`src/rtl/irq_status_pkg.sv`:
```
// Package: shared register address encoding for the interrupt status controller.
// Assumes a word-addressed bus with exactly four registers.
package irq_status_pkg;

    localparam int unsigned ADDR_W = 2;

    typedef enum logic [ADDR_W-1:0] {
        REG_MASKED = 2'd0,   // masked status, write 1 clears enabled bits
        REG_RAW    = 2'd1,   // raw status, write 1 clears any bit
        REG_EN_SET = 2'd2,   // write 1 sets enable, read returns enable
        REG_EN_CLR = 2'd3    // write 1 clears enable, read returns enable
    } reg_addr_e;

endpackage

```
`src/rtl/irq_raw_store.sv`:
```
// Module: sticky raw event register. One flop per source, built with generate.
// Each bit sets on an event pulse and clears on a write-1 request.
// An event beats a clear that lands in the same cycle.
// Assumes clr_i is already qualified by the bus decoder.
module irq_raw_store #(
    parameter int unsigned NSRC = 32
) (
    input  logic            clk,
    input  logic            rst_n,
    input  logic [NSRC-1:0] evt_i,
    input  logic [NSRC-1:0] clr_i,
    output logic [NSRC-1:0] raw_o
);

    logic [NSRC-1:0] raw_q;

    for (genvar i = 0; i < NSRC; i++) begin : g_bit
        // Per-bit sticky flop: the event takes priority over the clear.
        always_ff @(posedge clk) begin
            if (!rst_n)        raw_q[i] <= 1'b0;
            else if (evt_i[i]) raw_q[i] <= 1'b1;
            else if (clr_i[i]) raw_q[i] <= 1'b0;
        end
    end

    assign raw_o = raw_q;

    // every bit that saw an event is set in the next cycle.
    a_r7_event_wins : assert property (@(posedge clk) disable iff (!rst_n)
        (|evt_i) |=> ((raw_q & $past(evt_i)) == $past(evt_i)));

    // a cleared bit with no competing event reads zero afterwards.
    a_r6_clear_takes : assert property (@(posedge clk) disable iff (!rst_n)
        (|clr_i) |=> ((raw_q & $past(clr_i & ~evt_i)) == '0));

    // with no event and no clear, the register holds its value.
    a_r2_hold : assert property (@(posedge clk) disable iff (!rst_n)
        (!(|evt_i) && !(|clr_i)) |=> $stable(raw_q));

endmodule

```
`src/rtl/irq_enable_reg.sv`:
```
// Module: per-source enable register, changed only through set and clear masks.
// Assumes set_i and clr_i are never both nonzero in one cycle.
// The decoder guarantees this, because they come from different addresses.
module irq_enable_reg #(
    parameter int unsigned NSRC = 32
) (
    input  logic            clk,
    input  logic            rst_n,
    input  logic [NSRC-1:0] set_i,
    input  logic [NSRC-1:0] clr_i,
    output logic [NSRC-1:0] en_o
);

    logic [NSRC-1:0] en_q;

    // Apply the set mask, then the clear mask. Zero bits in either mask leave en_q alone.
    always_ff @(posedge clk) begin
        if (!rst_n) en_q <= '0;
        else        en_q <= (en_q | set_i) & ~clr_i;
    end

    assign en_o = en_q;

    // set bits read as one on the next cycle.
    a_r8_set_lands : assert property (@(posedge clk) disable iff (!rst_n)
        (|set_i) |=> ((en_q & $past(set_i)) == $past(set_i)));

    // cleared bits read as zero on the next cycle.
    a_r9_clr_lands : assert property (@(posedge clk) disable iff (!rst_n)
        (|clr_i) |=> ((en_q & $past(clr_i)) == '0));

    // with no request, the enables are stable.
    a_r9_hold : assert property (@(posedge clk) disable iff (!rst_n)
        (!(|set_i) && !(|clr_i)) |=> $stable(en_q));

endmodule

```
`src/rtl/irq_line_gen.sv`:
```
// Module: reduces the masked status to one request bit and registers it.
// Assumes the masked vector settles within the cycle.
module irq_line_gen #(
    parameter int unsigned NSRC = 32
) (
    input  logic            clk,
    input  logic            rst_n,
    input  logic [NSRC-1:0] masked_i,
    output logic            irq_o
);

    logic irq_q;

    // Register the OR of all pending enabled sources.
    always_ff @(posedge clk) begin
        if (!rst_n) irq_q <= 1'b0;
        else        irq_q <= |masked_i;
    end

    assign irq_o = irq_q;

endmodule

```
`src/rtl/irq_status_ctrl.sv`:
```
// Module: top level of the masked interrupt status controller.
// Decodes bus writes into raw-clear, enable-set and enable-clear masks.
// Muxes the read data and drives the registered request line.
// Assumes one bus access per cycle, with combinational reads.
module irq_status_ctrl
    import irq_status_pkg::*;
#(
    parameter int unsigned NSRC = 32
) (
    input  logic              clk,
    input  logic              rst_n,
    input  logic [NSRC-1:0]   evt_i,
    input  logic [ADDR_W-1:0] bus_addr,
    input  logic              bus_wen,
    input  logic [NSRC-1:0]   bus_wdata,
    output logic [NSRC-1:0]   bus_rdata,
    output logic              irq_o
);

    reg_addr_e       addr;
    logic [NSRC-1:0] raw;
    logic [NSRC-1:0] en;
    logic [NSRC-1:0] masked;
    logic [NSRC-1:0] raw_clr;
    logic [NSRC-1:0] en_set;
    logic [NSRC-1:0] en_clr;

    assign addr   = reg_addr_e'(bus_addr);
    assign masked = raw & en;

    // Write decode: the masked-status address clears only enabled bits.
    always_comb begin
        raw_clr = '0;
        en_set  = '0;
        en_clr  = '0;
        if (bus_wen) begin
            unique case (addr)
                REG_MASKED: raw_clr = bus_wdata & en;
                REG_RAW:    raw_clr = bus_wdata;
                REG_EN_SET: en_set  = bus_wdata;
                REG_EN_CLR: en_clr  = bus_wdata;
                default:    ;
            endcase
        end
    end

    // Read mux: both enable addresses return the enable register.
    always_comb begin
        unique case (addr)
            REG_MASKED: bus_rdata = masked;
            REG_RAW:    bus_rdata = raw;
            default:    bus_rdata = en;
        endcase
    end

    irq_raw_store #(.NSRC(NSRC)) u_raw (
        .clk   (clk),
        .rst_n (rst_n),
        .evt_i (evt_i),
        .clr_i (raw_clr),
        .raw_o (raw)
    );

    irq_enable_reg #(.NSRC(NSRC)) u_en (
        .clk   (clk),
        .rst_n (rst_n),
        .set_i (en_set),
        .clr_i (en_clr),
        .en_o  (en)
    );

    irq_line_gen #(.NSRC(NSRC)) u_line (
        .clk      (clk),
        .rst_n    (rst_n),
        .masked_i (masked),
        .irq_o    (irq_o)
    );

    // the line follows the previous cycle's masked status.
    a_r4_line_follows : assert property (@(posedge clk) disable iff (!rst_n)
        1'b1 |=> (irq_o == $past(|(raw & en))));

    // a masked-status clear never touches a disabled raw bit.
    a_r5_disabled_kept : assert property (@(posedge clk) disable iff (!rst_n)
        (bus_wen && addr == REG_MASKED) |=>
            ((raw & $past(raw & ~en)) == $past(raw & ~en)));

endmodule

```
`config.mk`:
```
export PLATFORM = sky130hd
export DESIGN_NAME = irq_status_ctrl
export DESIGN_NICKNAME = d
export VERILOG_FILES = /design/src/rtl/irq_status_pkg.sv /design/src/rtl/irq_raw_store.sv /design/src/rtl/irq_enable_reg.sv /design/src/rtl/irq_line_gen.sv /design/src/rtl/irq_status_ctrl.sv
export SDC_FILE = /design/constraint.sdc
export NUM_CORES = 1
export LEC_CHECK = 0
export ABC_AREA = 1
export BUFFER_PORTS_ARGS = -buffer_cell sky130_fd_sc_hd__buf_2
export CAP_MARGIN = 20
export CORE_MARGIN = 5
export CORE_UTILIZATION = 53
export CTS_BUF_LIST = sky130_fd_sc_hd__clkbuf_4
export CTS_CLUSTER_SIZE = 12
export DETAILED_ROUTE_END_ITERATION = 10
export HOLD_SLACK_MARGIN = 0.05
export PLACE_DENSITY = 0.83
export SYNTH_ARGS = -nofsm -noshare
export SYNTH_HDL_FRONTEND = slang
export SYNTH_SLANG_ARGS = --single-unit
```
`constraint.sdc`:
```
create_clock -name clk -period 0.91 [get_ports clk]
set_input_delay 0.0455 -clock clk [delete_from_list [all_inputs] [get_ports clk]]
set_output_delay 0.0455 -clock clk [all_outputs]
set_load 0.02 [all_outputs]
```
==> results of run 1 <==
==> per-stage QoR <==
| step | instances | area [µm²] | setup WS (ns) |
|---|---|---|---|
| after detailed placement | 739 | 4457 | -0.1033 |
| after global placement | 739 | 4457 | -0.06529 |
| after CTS | 845 | 5866 | -0.3236 |
| after floorplan | 514 | 3346 | 0.007104 |
==> kinds of logic after synthesis <==
group | Yosys count | share of synthesized area (%)
AO/OA/AOI/OAI | 161 | 26.48
buffers and inverters | 95 | 12.68
flip-flops | 65 | 38.89
AND/OR/NAND/NOR | 193 | 21.95
==> Yosys cell counts, drive strengths merged <==
cell	instances
clkbuf	12
inv	53
o21ai	32
a21oi	97
buf	17
o211ai	32
nor2	107
dfxtp	65
nand2	86
clkinv	13
==> what timing repair did <==
item / CTS
setup buffers: 32
pin swaps: 68
hold buffers: 64
setup endpoints to repair: 34
hold endpoints to repair: 64
resized for setup: 186
==> flow_summary.json, run 1 <==
{
  "status": "aborted with a tool error",
  "stop_stage": "global routing",
  "tool.error": "[ERROR DPL-0038] Utilization greater than 100%, impossible to legalize",
  "clockBufferDepth": 2,
  "seq_area_frac_synth_pct": 38.89,
  "io_buffers": 101,
  "initial_core_util_pct": 53.61,
  "cts_buffers": 9,
  "cts_sinks": 65,
  "synthCells": 514,
  "endpoint_type": "primary output",
  "syn_avg_cell_area_um2": 6.509,
  "ys.warnings.count": 0,
  "worst_endpoint": "bus_rdata[25]",
  "syn-num-nets": 583,
  "ys_types": 17,
  "grt_max_degree": 22,
  "synth_area_um2": 3346,
  "synth.largest_area_cell": "dfxtp_1",
  "h-tree-depth": 3,
  "synth.top_cell.area_share_pct": 38.89,
  "place_congestion": 0.8485,
  "cts-root-buf": "clkbuf_4",
  "hpwlAfterDp_um": 8014,
  "ys_ff_latch": 65,
  "ys_top_cells_by_area": "dfxtp_1 39%, a21oi_1 15%, nor2_1 12%",
  "row_count": 29,
  "fp.dieH_um": 89.45,
  "die_w_um": 89.45,
  "ios": 102
}
==> run 2, diff against run 1 <==
--- a/config.mk
+++ b/config.mk
@@ -9,12 +9,9 @@
 export BUFFER_PORTS_ARGS = -buffer_cell sky130_fd_sc_hd__buf_2
 export CAP_MARGIN = 20
 export CORE_MARGIN = 5
-export CORE_UTILIZATION = 53
-export CTS_BUF_LIST = sky130_fd_sc_hd__clkbuf_4
-export CTS_CLUSTER_SIZE = 12
+export CORE_UTILIZATION = 40
 export DETAILED_ROUTE_END_ITERATION = 10
-export HOLD_SLACK_MARGIN = 0.05
-export PLACE_DENSITY = 0.83
+export PLACE_DENSITY_LB_ADDON = 0.15
 export SYNTH_ARGS = -nofsm -noshare
 export SYNTH_HDL_FRONTEND = slang
 export SYNTH_SLANG_ARGS = --single-unit
==> run 2 against run 1 <==
Synthesized cell count is the same. Area after synthesis stayed put. The flow now finishes, with violations (negative setup slack).
==> flow_summary.json, run 2 <==
{
  "setup_violations": 52,
  "clockBufferDepth": 2,
  "fin_crit_ns": 1.164,
  "initial_core_util_pct": 40.92,
  "ios": 102,
  "dr.pass1.iters": 5,
  "post-place-ws_ns": -0.08356,
  "synth_most_common_cell": "nor2_1",
  "power.leakage_nw": 2.789,
  "cp-end-kind": "primary output",
  "slowest_stage": "dfxtp_2",
  "p_per_area_nw_per_um2": 1274,
  "io_buffers": 101,
  "cts_sinks": 65,
  "layout_commonest_cell": "buf_6",
  "critPathTopFamily": "flip-flops",
  "ys_async_sr_fraction_pct": 0,
  "seq_area_frac_synth_pct": 38.89,
  "final_cell_mix": "81 x buf_6, 79 x nor2_1, 75 x nand2_1, 68 x buf_2, 65 x a21oi_1",
  "antenna_found_initial": 0,
  "drv_slew": 0,
  "clock.fmax_mhz": 859.5,
  "ys_top_cells_by_area": "dfxtp_1 39%, a21oi_1 15%, nor2_1 12%",
  "final_area_um2": 6048,
  "cts-root-buf": "clkbuf_8",
  "slowest_delay_ns": 0.35,
  "overflow": 0,
  "drt-wirelength-per-cell_um": 14.57,
  "synth_edf_count": 0,
  "hold_viol": 0,
  "critPathRequiredTime_ns": 0.86,
  "cp_common_cell": "buf_6",
  "syn-num-nets": 583,
  "drc": 0,
  "core_area_um2": 8175,
  "synth_area_um2": 3346,
  "fin_tns_setup_ns": -7.114,
  "hp-class": "input pin to flip-flop",
  "vias": 4307,
  "synth_common_cells": "106 x nor2_1, 97 x a21oi_1, 85 x nand2_1, 65 x dfxtp_1, 52 x inv_1",
  "critical_path_peak_fanout": 3,
  "synth_flop_cell": "dfxtp_1",
  "hpwlAfterDp_um": 7814,
  "nNetsFinal": 814,
  "max_slew_margin_pct": 78.64,
  "grt_pass1_wl_um": 19940,
  "die_w_um": 101.5,
  "area_growth_pct": 80.78,
  "clk_pin_slew_worst_paths_ns": 0.08,
  "grt_pass1_vias": 4431,
  "status": "finished, violations left",
  "syn_avg_cell_area_um2": 6.509,
  "ys.warnings.count": 0,
  "tightest_slew_ns": 0.3205,
  "row_count": 33,
  "h-tree-depth": 3,
  "ys_types": 17,
  "rsz0062_at_grt": "yes",
  "skew_ns": 0.009713,
  "dieArea_um2": 10290,
  "fp.dieH_um": 101.5,
  "placed_area_um2": 4422,
  "holdWs_ns": 0.03218,
  "violations": "negative setup slack",
  "synthCells": 514,
  "cts_buffers": 9,
  "via_per_inst": 5.032,
  "worstSkewPairLatency_ns": 0.35,
  "crit_type": "flip-flop to primary output",
  "maxCapViolCount": 0,
  "synth.top_cell.area_share_pct": 38.89,
  "postLayoutSetupSlackWorst_ns": -0.2535,
  "routed_wl_um": 12470,
  "vdd_drop_max_uv": 762.9,
  "worstPathCellList": "buf_6 > inv_2 > a21oi_2 > buf_6",
  "drtIter0Drc": 169,
  "final_util_pct": 73.98,
  "cts_tree": "yes",
  "antenna_left": 0,
  "drive_gt1_share_pct": 52.27,
  "track_usage_pct": 24.38,
  "ff2ff_setup_slack_ns": -0.12,
  "synth.largest_area_cell": "dfxtp_1",
  "ys_ff_latch": 65,
  "period_share_pct": 127.9,
  "path_buf_inv": 3,
  "place_congestion": 0.8285,
  "grt_max_degree": 20,
  "critPathArrivalTime_ns": 1.12,
  "cp-start-kind": "flip-flop"
}
[run 2: cell counts after synthesis]
No cell type changed its count.
[run 2: power breakdown]
part           leakage [nW]  switching (mW)  total, mW  internal (mW)
Sequential            0.558           0.124       3.15           3.03
Combinational          2.13            1.01       2.06           1.05
Clock                0.0974            1.15       2.49           1.34
[run 2: worst paths after layout]
| check | from | to | cells after the start |
|---|---|---|---|
| setup / recovery | u_en.en_o[3] | bus_rdata[3] | 4 |
| hold / removal | bus_wdata[27] | u_en.en_o[27] | 4 |
| setup reg to reg | u_en.en_o[28] | u_line.irq_o | 7 |
| hold reg to reg | u_raw.raw_o[18] | u_raw.raw_o[18] | 2 |
[run 2: metal layers]
| metal | share of wire (%) | global-route usage (%) | routed length, µm | vias to the layer above |
|---|---|---|---|---|
| met5 | 0 | 0 | 0 | - |
| met4 | 1.9 | 11.04 | 234 | 0 |
| met3 | 6.7 | 4.132 | 830 | 25 |
| met2 | 50 | 42.71 | 6211 | 142 |
| met1 | 42 | 29.09 | 5194 | 2020 |
| li1 | - | - | - | 2120 |
[run 2: layout make-up]
cell class | instances | area, µm²
antenna | 1 | 2.502
fill | 647 | 2127
clock buffer | 13 | 148.9
clock inverter | 3 | 40.04
timing repair buffer | 249 | 2171
inverter | 66 | 252.7
sequential | 65 | 1384
tap | 105 | 131.4
multi-input combinational | 354 | 1918
[run 2: per-stage QoR]
step	std cells	power [mW]
final	856	7.706
after floorplan	514	3.919
after global routing	855	8.057
after global placement	761	4.562
after detailed placement	761	4.585
after CTS	846	7.526
[run 2: repair_timing]
| action | CTS | global route |
|---|---|---|
| gates resized for setup | 209 | 83 |
| endpoints found under the hold margin | 32 | 0 |
| buffers inserted | 39 | 10 |
| pin swaps | 70 | 59 |
| gates cloned | 0 | 0 |
| hold buffers | 32 | 0 |
| setup endpoints to repair | 34 | 61 |
[run 2: cells by family after synthesis]
group	count (synthesis)	share of synthesized area (%)
DFF	65	38.89
buffers and inverters	95	12.68
and+or+nand+nor	193	21.95
AOI/OAI and AO/OA	161	26.48
[run 2: worst min-delay path: cells and delay by family]
family | cells | cell delay (ns)
buf+inv | 1 | 0.07
compound gates | 1 | 0.11
simple gates | 2 | 0.11
Note: power is estimated with default switching activity, not from simulation.
